`config.mk`:
```
export PLATFORM = sky130hd
export DESIGN_NAME = hs_queue
export DESIGN_NICKNAME = d
export VERILOG_FILES = /design/src/rtl/hs_queue_pkg.sv /design/src/rtl/hs_queue_ctrl.sv /design/src/rtl/hs_queue_data.sv /design/src/rtl/hs_queue.sv
export SDC_FILE = /design/constraint.sdc
export NUM_CORES = 1
export LEC_CHECK = 0
export BUFFER_PORTS_ARGS = -buffer_cell sky130_fd_sc_hd__buf_2
export CORE_ASPECT_RATIO = 1.5
export CORE_MARGIN = 4
export CORE_UTILIZATION = 40
export DETAILED_ROUTE_END_ITERATION = 12
export PLACE_DENSITY = 0.68
export SYNTH_ARGS = -nofsm -noshare
export SYNTH_HDL_FRONTEND = slang
export SYNTH_SLANG_ARGS = --single-unit
```
`constraint.sdc`:
```
create_clock -name clk -period 3.3 [get_ports clk]
set_input_delay 0.33 -clock clk [delete_from_list [all_inputs] [get_ports clk]]
set_output_delay 0.33 -clock clk [all_outputs]
set_load 0.05 [all_outputs]
```
`src/rtl/hs_queue_pkg.sv`:
```
package hs_queue_pkg;
  // strobes from control to datapath
  typedef struct packed {
    logic wrEn;      // write enqData into the slot at wrPtr
    logic passThru;  // steer enqData to deqData (flow with empty queue)
  } qStrobe_t;
endpackage

```
`src/rtl/hs_queue_ctrl.sv`:
```
module hs_queue_ctrl
  import hs_queue_pkg::*;
#(
  parameter int DEPTH = 4,
  parameter bit PIPE  = 1'b0,
  parameter bit FLOW  = 1'b0,
  parameter int PTR_W = 2,
  parameter int CNT_W = 3
) (
  input  logic             clk,
  input  logic             rst,
  input  logic             enqValid,
  input  logic             deqReady,
  output logic             enqReady,
  output logic             deqValid,
  output logic [CNT_W-1:0] count,
  output logic [PTR_W-1:0] wrPtr,
  output logic [PTR_W-1:0] rdPtr,
  output qStrobe_t         strobe
);
  localparam bit IS_POW2 = (DEPTH > 1) && ((DEPTH & (DEPTH - 1)) == 0);
  localparam logic [PTR_W-1:0] LAST = PTR_W'(DEPTH - 1);

  logic [CNT_W-1:0] cnt;
  logic isFull, isEmpty, enqFire, deqFire, doWrite, doRead;
  logic [PTR_W-1:0] wrNext, rdNext;

  assign isFull  = (cnt == CNT_W'(DEPTH));
  assign isEmpty = (cnt == '0);

  assign enqReady = !isFull || (PIPE && deqReady);
  assign deqValid = !isEmpty || (FLOW && enqValid);

  assign enqFire = enqValid && enqReady;
  assign deqFire = deqValid && deqReady;

  // bypassed words are neither stored nor read from storage
  assign doWrite = enqFire && !(FLOW && isEmpty && deqReady);
  assign doRead  = deqFire && !isEmpty;

  assign strobe.wrEn     = doWrite;
  assign strobe.passThru = FLOW && isEmpty;

  generate
    if (IS_POW2) begin : g_natWrap
      assign wrNext = wrPtr + 1'b1;
      assign rdNext = rdPtr + 1'b1;
    end else begin : g_cmpWrap
      assign wrNext = (wrPtr == LAST) ? '0 : wrPtr + 1'b1;
      assign rdNext = (rdPtr == LAST) ? '0 : rdPtr + 1'b1;
    end
  endgenerate

  always_ff @(posedge clk) begin
    if (rst) begin
      wrPtr <= '0;
      rdPtr <= '0;
      cnt   <= '0;
    end else begin
      if (doWrite) wrPtr <= wrNext;
      if (doRead)  rdPtr <= rdNext;
      case ({doWrite, doRead})
        2'b10:   cnt <= cnt + CNT_W'(1);
        2'b01:   cnt <= cnt - CNT_W'(1);
        default: cnt <= cnt;
      endcase
    end
  end

  assign count = cnt;
endmodule

```
`src/rtl/hs_queue_data.sv`:
```
module hs_queue_data
  import hs_queue_pkg::*;
#(
  parameter int DATA_W = 8,
  parameter int DEPTH  = 4,
  parameter int PTR_W  = 2
) (
  input  logic              clk,
  input  qStrobe_t          strobe,
  input  logic [PTR_W-1:0]  wrPtr,
  input  logic [PTR_W-1:0]  rdPtr,
  input  logic [DATA_W-1:0] enqData,
  output logic [DATA_W-1:0] deqData
);
  logic [DATA_W-1:0] slots [DEPTH];

  always_ff @(posedge clk) begin
    if (strobe.wrEn) slots[wrPtr] <= enqData;
  end

  assign deqData = strobe.passThru ? enqData : slots[rdPtr];
endmodule

```
`src/rtl/hs_queue.sv`:
```
module hs_queue
  import hs_queue_pkg::*;
#(
  parameter int DATA_W = 8,
  parameter int DEPTH  = 4,
  parameter bit PIPE   = 1'b0,
  parameter bit FLOW   = 1'b0,
  localparam int PTR_W = (DEPTH > 1) ? $clog2(DEPTH) : 1,
  localparam int CNT_W = $clog2(DEPTH + 1)
) (
  input  logic              clk,
  input  logic              rst,
  input  logic              enqValid,
  output logic              enqReady,
  input  logic [DATA_W-1:0] enqData,
  output logic              deqValid,
  input  logic              deqReady,
  output logic [DATA_W-1:0] deqData,
  output logic [CNT_W-1:0]  count
);
  qStrobe_t         strobe;
  logic [PTR_W-1:0] wrPtr, rdPtr;

  hs_queue_ctrl #(
    .DEPTH(DEPTH), .PIPE(PIPE), .FLOW(FLOW), .PTR_W(PTR_W), .CNT_W(CNT_W)
  ) u_ctrl (
    .clk(clk), .rst(rst), .enqValid(enqValid), .deqReady(deqReady),
    .enqReady(enqReady), .deqValid(deqValid), .count(count),
    .wrPtr(wrPtr), .rdPtr(rdPtr), .strobe(strobe)
  );

  hs_queue_data #(
    .DATA_W(DATA_W), .DEPTH(DEPTH), .PTR_W(PTR_W)
  ) u_data (
    .clk(clk), .strobe(strobe), .wrPtr(wrPtr), .rdPtr(rdPtr),
    .enqData(enqData), .deqData(deqData)
  );
endmodule

```
### After elaboration in Yosys (flattened, before gate mapping)

Memories as Yosys holds them, arrays and structs flattened. A register that Yosys moved wholly into a read port is not among the register bits.
Index checks and enable logic that the tools add are counted.
Widths: inputs -> output; s select.

| cells by class | value |
|---|---|
| add/sub/neg operators | 4 |
| mux-type cells | 5 |
| equality and inequality tests | 3 |
| reductions and logical operators | 7 |

Operators by type and width:

| operator | number |
|---|---|
| $pmux 3 s2 | 1 |
| $add 2x1->2 const B | 2 |
| $mux 2 | 2 |
| $add 3x1->3 const B | 1 |
| $eq 3x3->1 const B | 1 |
| $logic_and 1x1->1 | 3 |
| $logic_not 3->1 | 1 |
| $sub 3x1->3 const B | 1 |
| $eq 2x1->1 const B | 1 |
| $eq 2x2->1 const B | 1 |
| $logic_not 1->1 | 2 |
| $mux 1 | 2 |
| $reduce_bool 2->1 | 1 |

| storage, ports and cells | value |
|---|---|
| bits of input ports | 12 |
| output and inout port bits | 13 |
| memories kept | 1 |
| flip-flop bits (word level) | 7 |
| memory bits (writable) | 32 |
| logic and storage cells | 23 |

Memory list:

| memory | words | width | rd ports | clocked after Yosys merged registers in | write ports | line | text |
|---|---|---|---|---|---|---|---|
| u_data.slots | 4 | 8 | 1 | 1 | 1 | hs_queue_data.sv:15 | `logic [DATA_W-1:0] slots [DEPTH];` |

### Depth between registers and ports, before layout

| depth | value |
|---|---|
| word-level depth | 6 |
| gate-level depth with buffers | 9 |
| mapped depth without buffers | 9 |

### Cells and area by module

Synthesis repeated with hierarchy kept, for this count alone.

| second synthesis, totals | value |
|---|---|
| cells, all modules | 126 |
| area total of the unflattened synthesis | 1,737.9 um^2 |

Modules (own cells, without submodules):

| module | cells each | instances | seq. area each (um^2) | area an instance (um^2) |
|---|---|---|---|---|
| hs_queue_data | 83 | 1 | 960.9 | 1,358.8 |
| hs_queue_ctrl | 43 | 1 | 140.1 | 379.1 |

### Worst setup path before layout

No wires, ideal clock.

| timing | value |
|---|---|
| kind | reg-to-reg |
| start | register u_ctrl.cnt[2], in the netlist u_ctrl.count[2] |
| end | register u_ctrl.cnt[2], in the netlist u_ctrl.count[2] |
| arrival time | 2,145 ps |
| buffers on the path | 0 |
| stages on the path, launching flop included | 8 |
| clock period less this slack | 2,215 ps |
| setup slack | 1,085 ps |
| library setup time | 70 ps |
| data required time | 3,230 ps |
| cells stage by stage | dfxtp_1 o31a_2 ha_1 inv_1 fa_1 xor2_1 or3_1 a21oi_1 |

| on the way | value |
|---|---|
| word-level cells in the longest chain between the ends | 6 |
| elaborated cells between the ends (all ways) | 13 |
| classes of those cells | add/sub (2); eq/ne (3); mux (1); reduce/logical (7) |

Ends and longest elaborated chain:

| item | line | text |
|---|---|---|
| start: declaration | hs_queue_ctrl.sv:24 | `logic [CNT_W-1:0] cnt;` |
| start signal: assignment | hs_queue_ctrl.sv:63 | `2'b10: cnt <= cnt + CNT_W'(1);` |
| start signal: assignment | hs_queue_ctrl.sv:64 | `2'b01: cnt <= cnt - CNT_W'(1);` |
| start signal: assignment | hs_queue_ctrl.sv:65 | `default: cnt <= cnt;` |
| $logic_not 3->1 (*) | hs_queue_ctrl.sv:29 | `assign isEmpty = (cnt == '0);` |
| $logic_not 1->1 (*) | hs_queue_ctrl.sv:32, hs_queue_ctrl.sv:39 |  |
| $logic_and 1x1->1 | hs_queue_ctrl.sv:35 | `assign deqFire = deqValid && deqReady;` |
| $logic_and 1x1->1 (*) | hs_queue_ctrl.sv:39 | `assign doRead = deqFire && !isEmpty;` |
| named net u_ctrl.doRead | hs_queue_ctrl.sv:25 | `logic isFull, isEmpty, enqFire, deqFire, doWrite, doRead;` |
| $eq 2x1->1 or $eq 2x2->1 (tied branches) | hs_queue_ctrl.sv:62 | `case ({doWrite, doRead})` |
| $pmux 3 s2 or $reduce_bool 2->1 (tied branches) | n/a |  |

Mark *: on every way through the listed nets, which the timed path passes. The rest lies on a longest branch.
A chain may end at the register's enable or synchronous reset.

==> results.cfg <==
[setup_path]
worstSetupPathType = reg2out
r2r_start = u_ctrl.count[0]$_SDFFE_PP0P_
worstPathRequired_ns = 2.97
slowest_delay_ns = 0.66
critPathArrivalTime_ns = 1.74
cp-end-kind = output port
start_kind = register
crit_chain = mux4_2 -> buf_2
cp_slowest_cell = dfxtp_1
worstPathMaxFanout = 8
r2r_slack_ns = 1.24
ff2ff_path_depth = 9

[pwr]
vdd_ir_drop_max_uv = 604
switching_share = 0.369
powerDensity_nw_per_um2 = 863
total_leakage_power_nw = 0.696
p_seq_frac = 0.428
pwr-share-clk = 0.230
power.internal_mw = 1.04
power.switching_mw = 0.608
p_comb_frac = 0.342

[global_route]
grtUsageMet1 = 0.125
grtUsageMet2 = 0.196
antenna_found_initial = 0
grt.overflow.total = 0
busiest_layer = met2
grt_max_degree = 13
grt_usage = 0.115
grt_pass1_wl_microns = 4280
grt_use_met3 = 0.0492
grt_pass1_vias = 901

[routing]
drt_iter0_drc = 20
ant_nets = 0
drt_drc_violations_left = 0
wl_microns = 2590
firstDrtPassIters = 4
vias = 854
viasPerCell = 5.08
wl_per_cell_microns = 15.4

[cells_and_area]
regArea_sq_um = 1140
fillCellCount = 361
nets = 140
final_common_cell = edfxtp_1
area_growth_syn_to_layout_pct = 16.5
final_cell_area_sq_um = 1910
antennaDiodeCount = 0
layout_common_cells = edfxtp_1 (32), buf_2 (24), dfxtp_1 (9), mux4_2 (8), nor2_1 (8)
multiInputGateArea_sq_um = 463
final_cells = 168
drive_gt1_frac = 0.341

[sta]
finalMaxSlewViolations = 0
rsz0062_at_grt = false
post-route-period-util = 0.628
finClkSkew_ns = 0.00771
fin_crit_ns = 2.07
setup_violations = 0
setup_tns_ns = 0
worst_pin_slew_ns = 0.538
max_freq_mhz = 483
relSlewSlack = 0.641
finalHoldViolations = 0

[floorplanning]
core_area_sq_um = 3960
ios = 25
dieWidth_microns = 60.3
num_rows = 28
die_area_sq_um = 5210
die_y_microns = 86.4
start_util = 0.414

[run_status]
status = complete, no violations

[clock_tree]
cts.sinks = 41
path_clk_slew_ns = 0.07
cts_root_buf = clkbuf_8
clkLatencyLatePin_ns = 0.28
cts_tree = done
post_cts_buffers = 0
cts_resized = 0
cts_hold_buf = 0
clockBufferDepth = 2
numCtsBuffers = 5
h-tree-depth = 2

[job]
maxCapViolCount = 0

[placed_design]
post-dp-hpwl_microns = 1870
placed_cells = 160
gp_congestion = 0.736
place_area_sq_um = 1800
portBuffers = 24

[synth]
netlist_top_cells_area = edfxtp_1 (59%), dfxtp_1 (11%), mux4_2 (11%), ha_1 (3.8%), nor2_1 (1.8%)
ys_ff_latch = 41
synth_cells = 94
synth_largest_area_cell = edfxtp_1
synth_area_sq_um = 1640
syn_area_per_cell_sq_um = 17.4
synth.top_cell.area_share = 0.586
yosysWarnings = 0
synth_nets = 112
ys_types = 24
ys_seq_area_frac = 0.696

[min_path]
min_from = enqData[1]
whs_path_depth = 1
worstHoldPathType = in2reg
-- cell type report --
type                       count  share of cell area
tap                           45              0.0295
multi-input combinational     44               0.242
sequential                    41               0.598
clock inverter                 2              0.0177
clock buffer                   6              0.0380
inverter                       6              0.0118
timing repair buffer          24              0.0629
-- critical path: cells and delay by family (launching register included) --
family   cells  cell delay [ns]
mux          1             0.58
buf+inv      1             0.23
flops        1             0.66
-- registers in the layout, summed over array words and instances (netlist names), named ones only --
| signal | flops |
|---|---|
| u_ctrl.rdPtr | 2 |
| u_data.slots | 32 |
| u_ctrl.wrPtr | 2 |
| u_ctrl.count | 3 |
-- synthesized netlist by cell type (all sizes together) --
cell and number:
xor2 3, ha 5, or3 2, and2 4, nor2 9, dfxtp 9
fa 1, o311ai 1, mux4 8, buf 1, nand2b 2, a21oi 2
a21boi 1, mux2 1, nand2 1, clkbuf 2, edfxtp 32, inv 6
xnor2 1, o21ai 1, mux2i 1, o31a 1
-- cells by family after synthesis --
group,after synthesis,synth area share
xor gates and xnor gates,4,0.0214
and+or+nand+nor,18,0.0557
muxes,10,0.123
buffers and inverters,9,0.0214
DFF,41,0.696
AOI/OAI and AO/OA,6,0.0321
adders and majority gates,6,0.0504
-- layer usage --
layer	up-vias	routed length, microns
met2	28	1390
met1	422	973
met3	2	209
li1	402	-
met4	0	15
met5	-	0
-- through the flow --
stage	power [mW]	setup WS (ns)	hold WS (ns)	util
final	1.65	1.23	0.258	0.482
after detailed placement	1.29	1.26	0.520	0.455
after floorplan	1.17	1.08	0.429	-
after global routing	1.74	1.07	0.244	0.482
after global placement	1.28	1.36	0.506	0.455
after CTS	1.67	1.15	0.251	0.482
-- final timing paths --
kind,end
hold reg to reg,u_ctrl.wrPtr[1]$_SDFFE_PP0P_
setup reg to reg,u_ctrl.count[2]$_SDFFE_PP0P_
setup / recovery,deqData[2]
hold / removal,u_data.slots[2][1]$_DFFE_PP_
-- power groups by stage --
stage / combinational [mW] / sequential, mW / clock [mW]
2_1_floorplan: 0.454 / 0.714 / 0
3_3_place_gp: 0.565 / 0.714 / 0
3_5_place_dp: 0.570 / 0.722 / 0
4_1_cts: 0.572 / 0.710 / 0.391
5_1_grt: 0.602 / 0.722 / 0.415
6_report: 0.563 / 0.705 / 0.379
No activity file was read; power rests on OpenSTA's default activity.
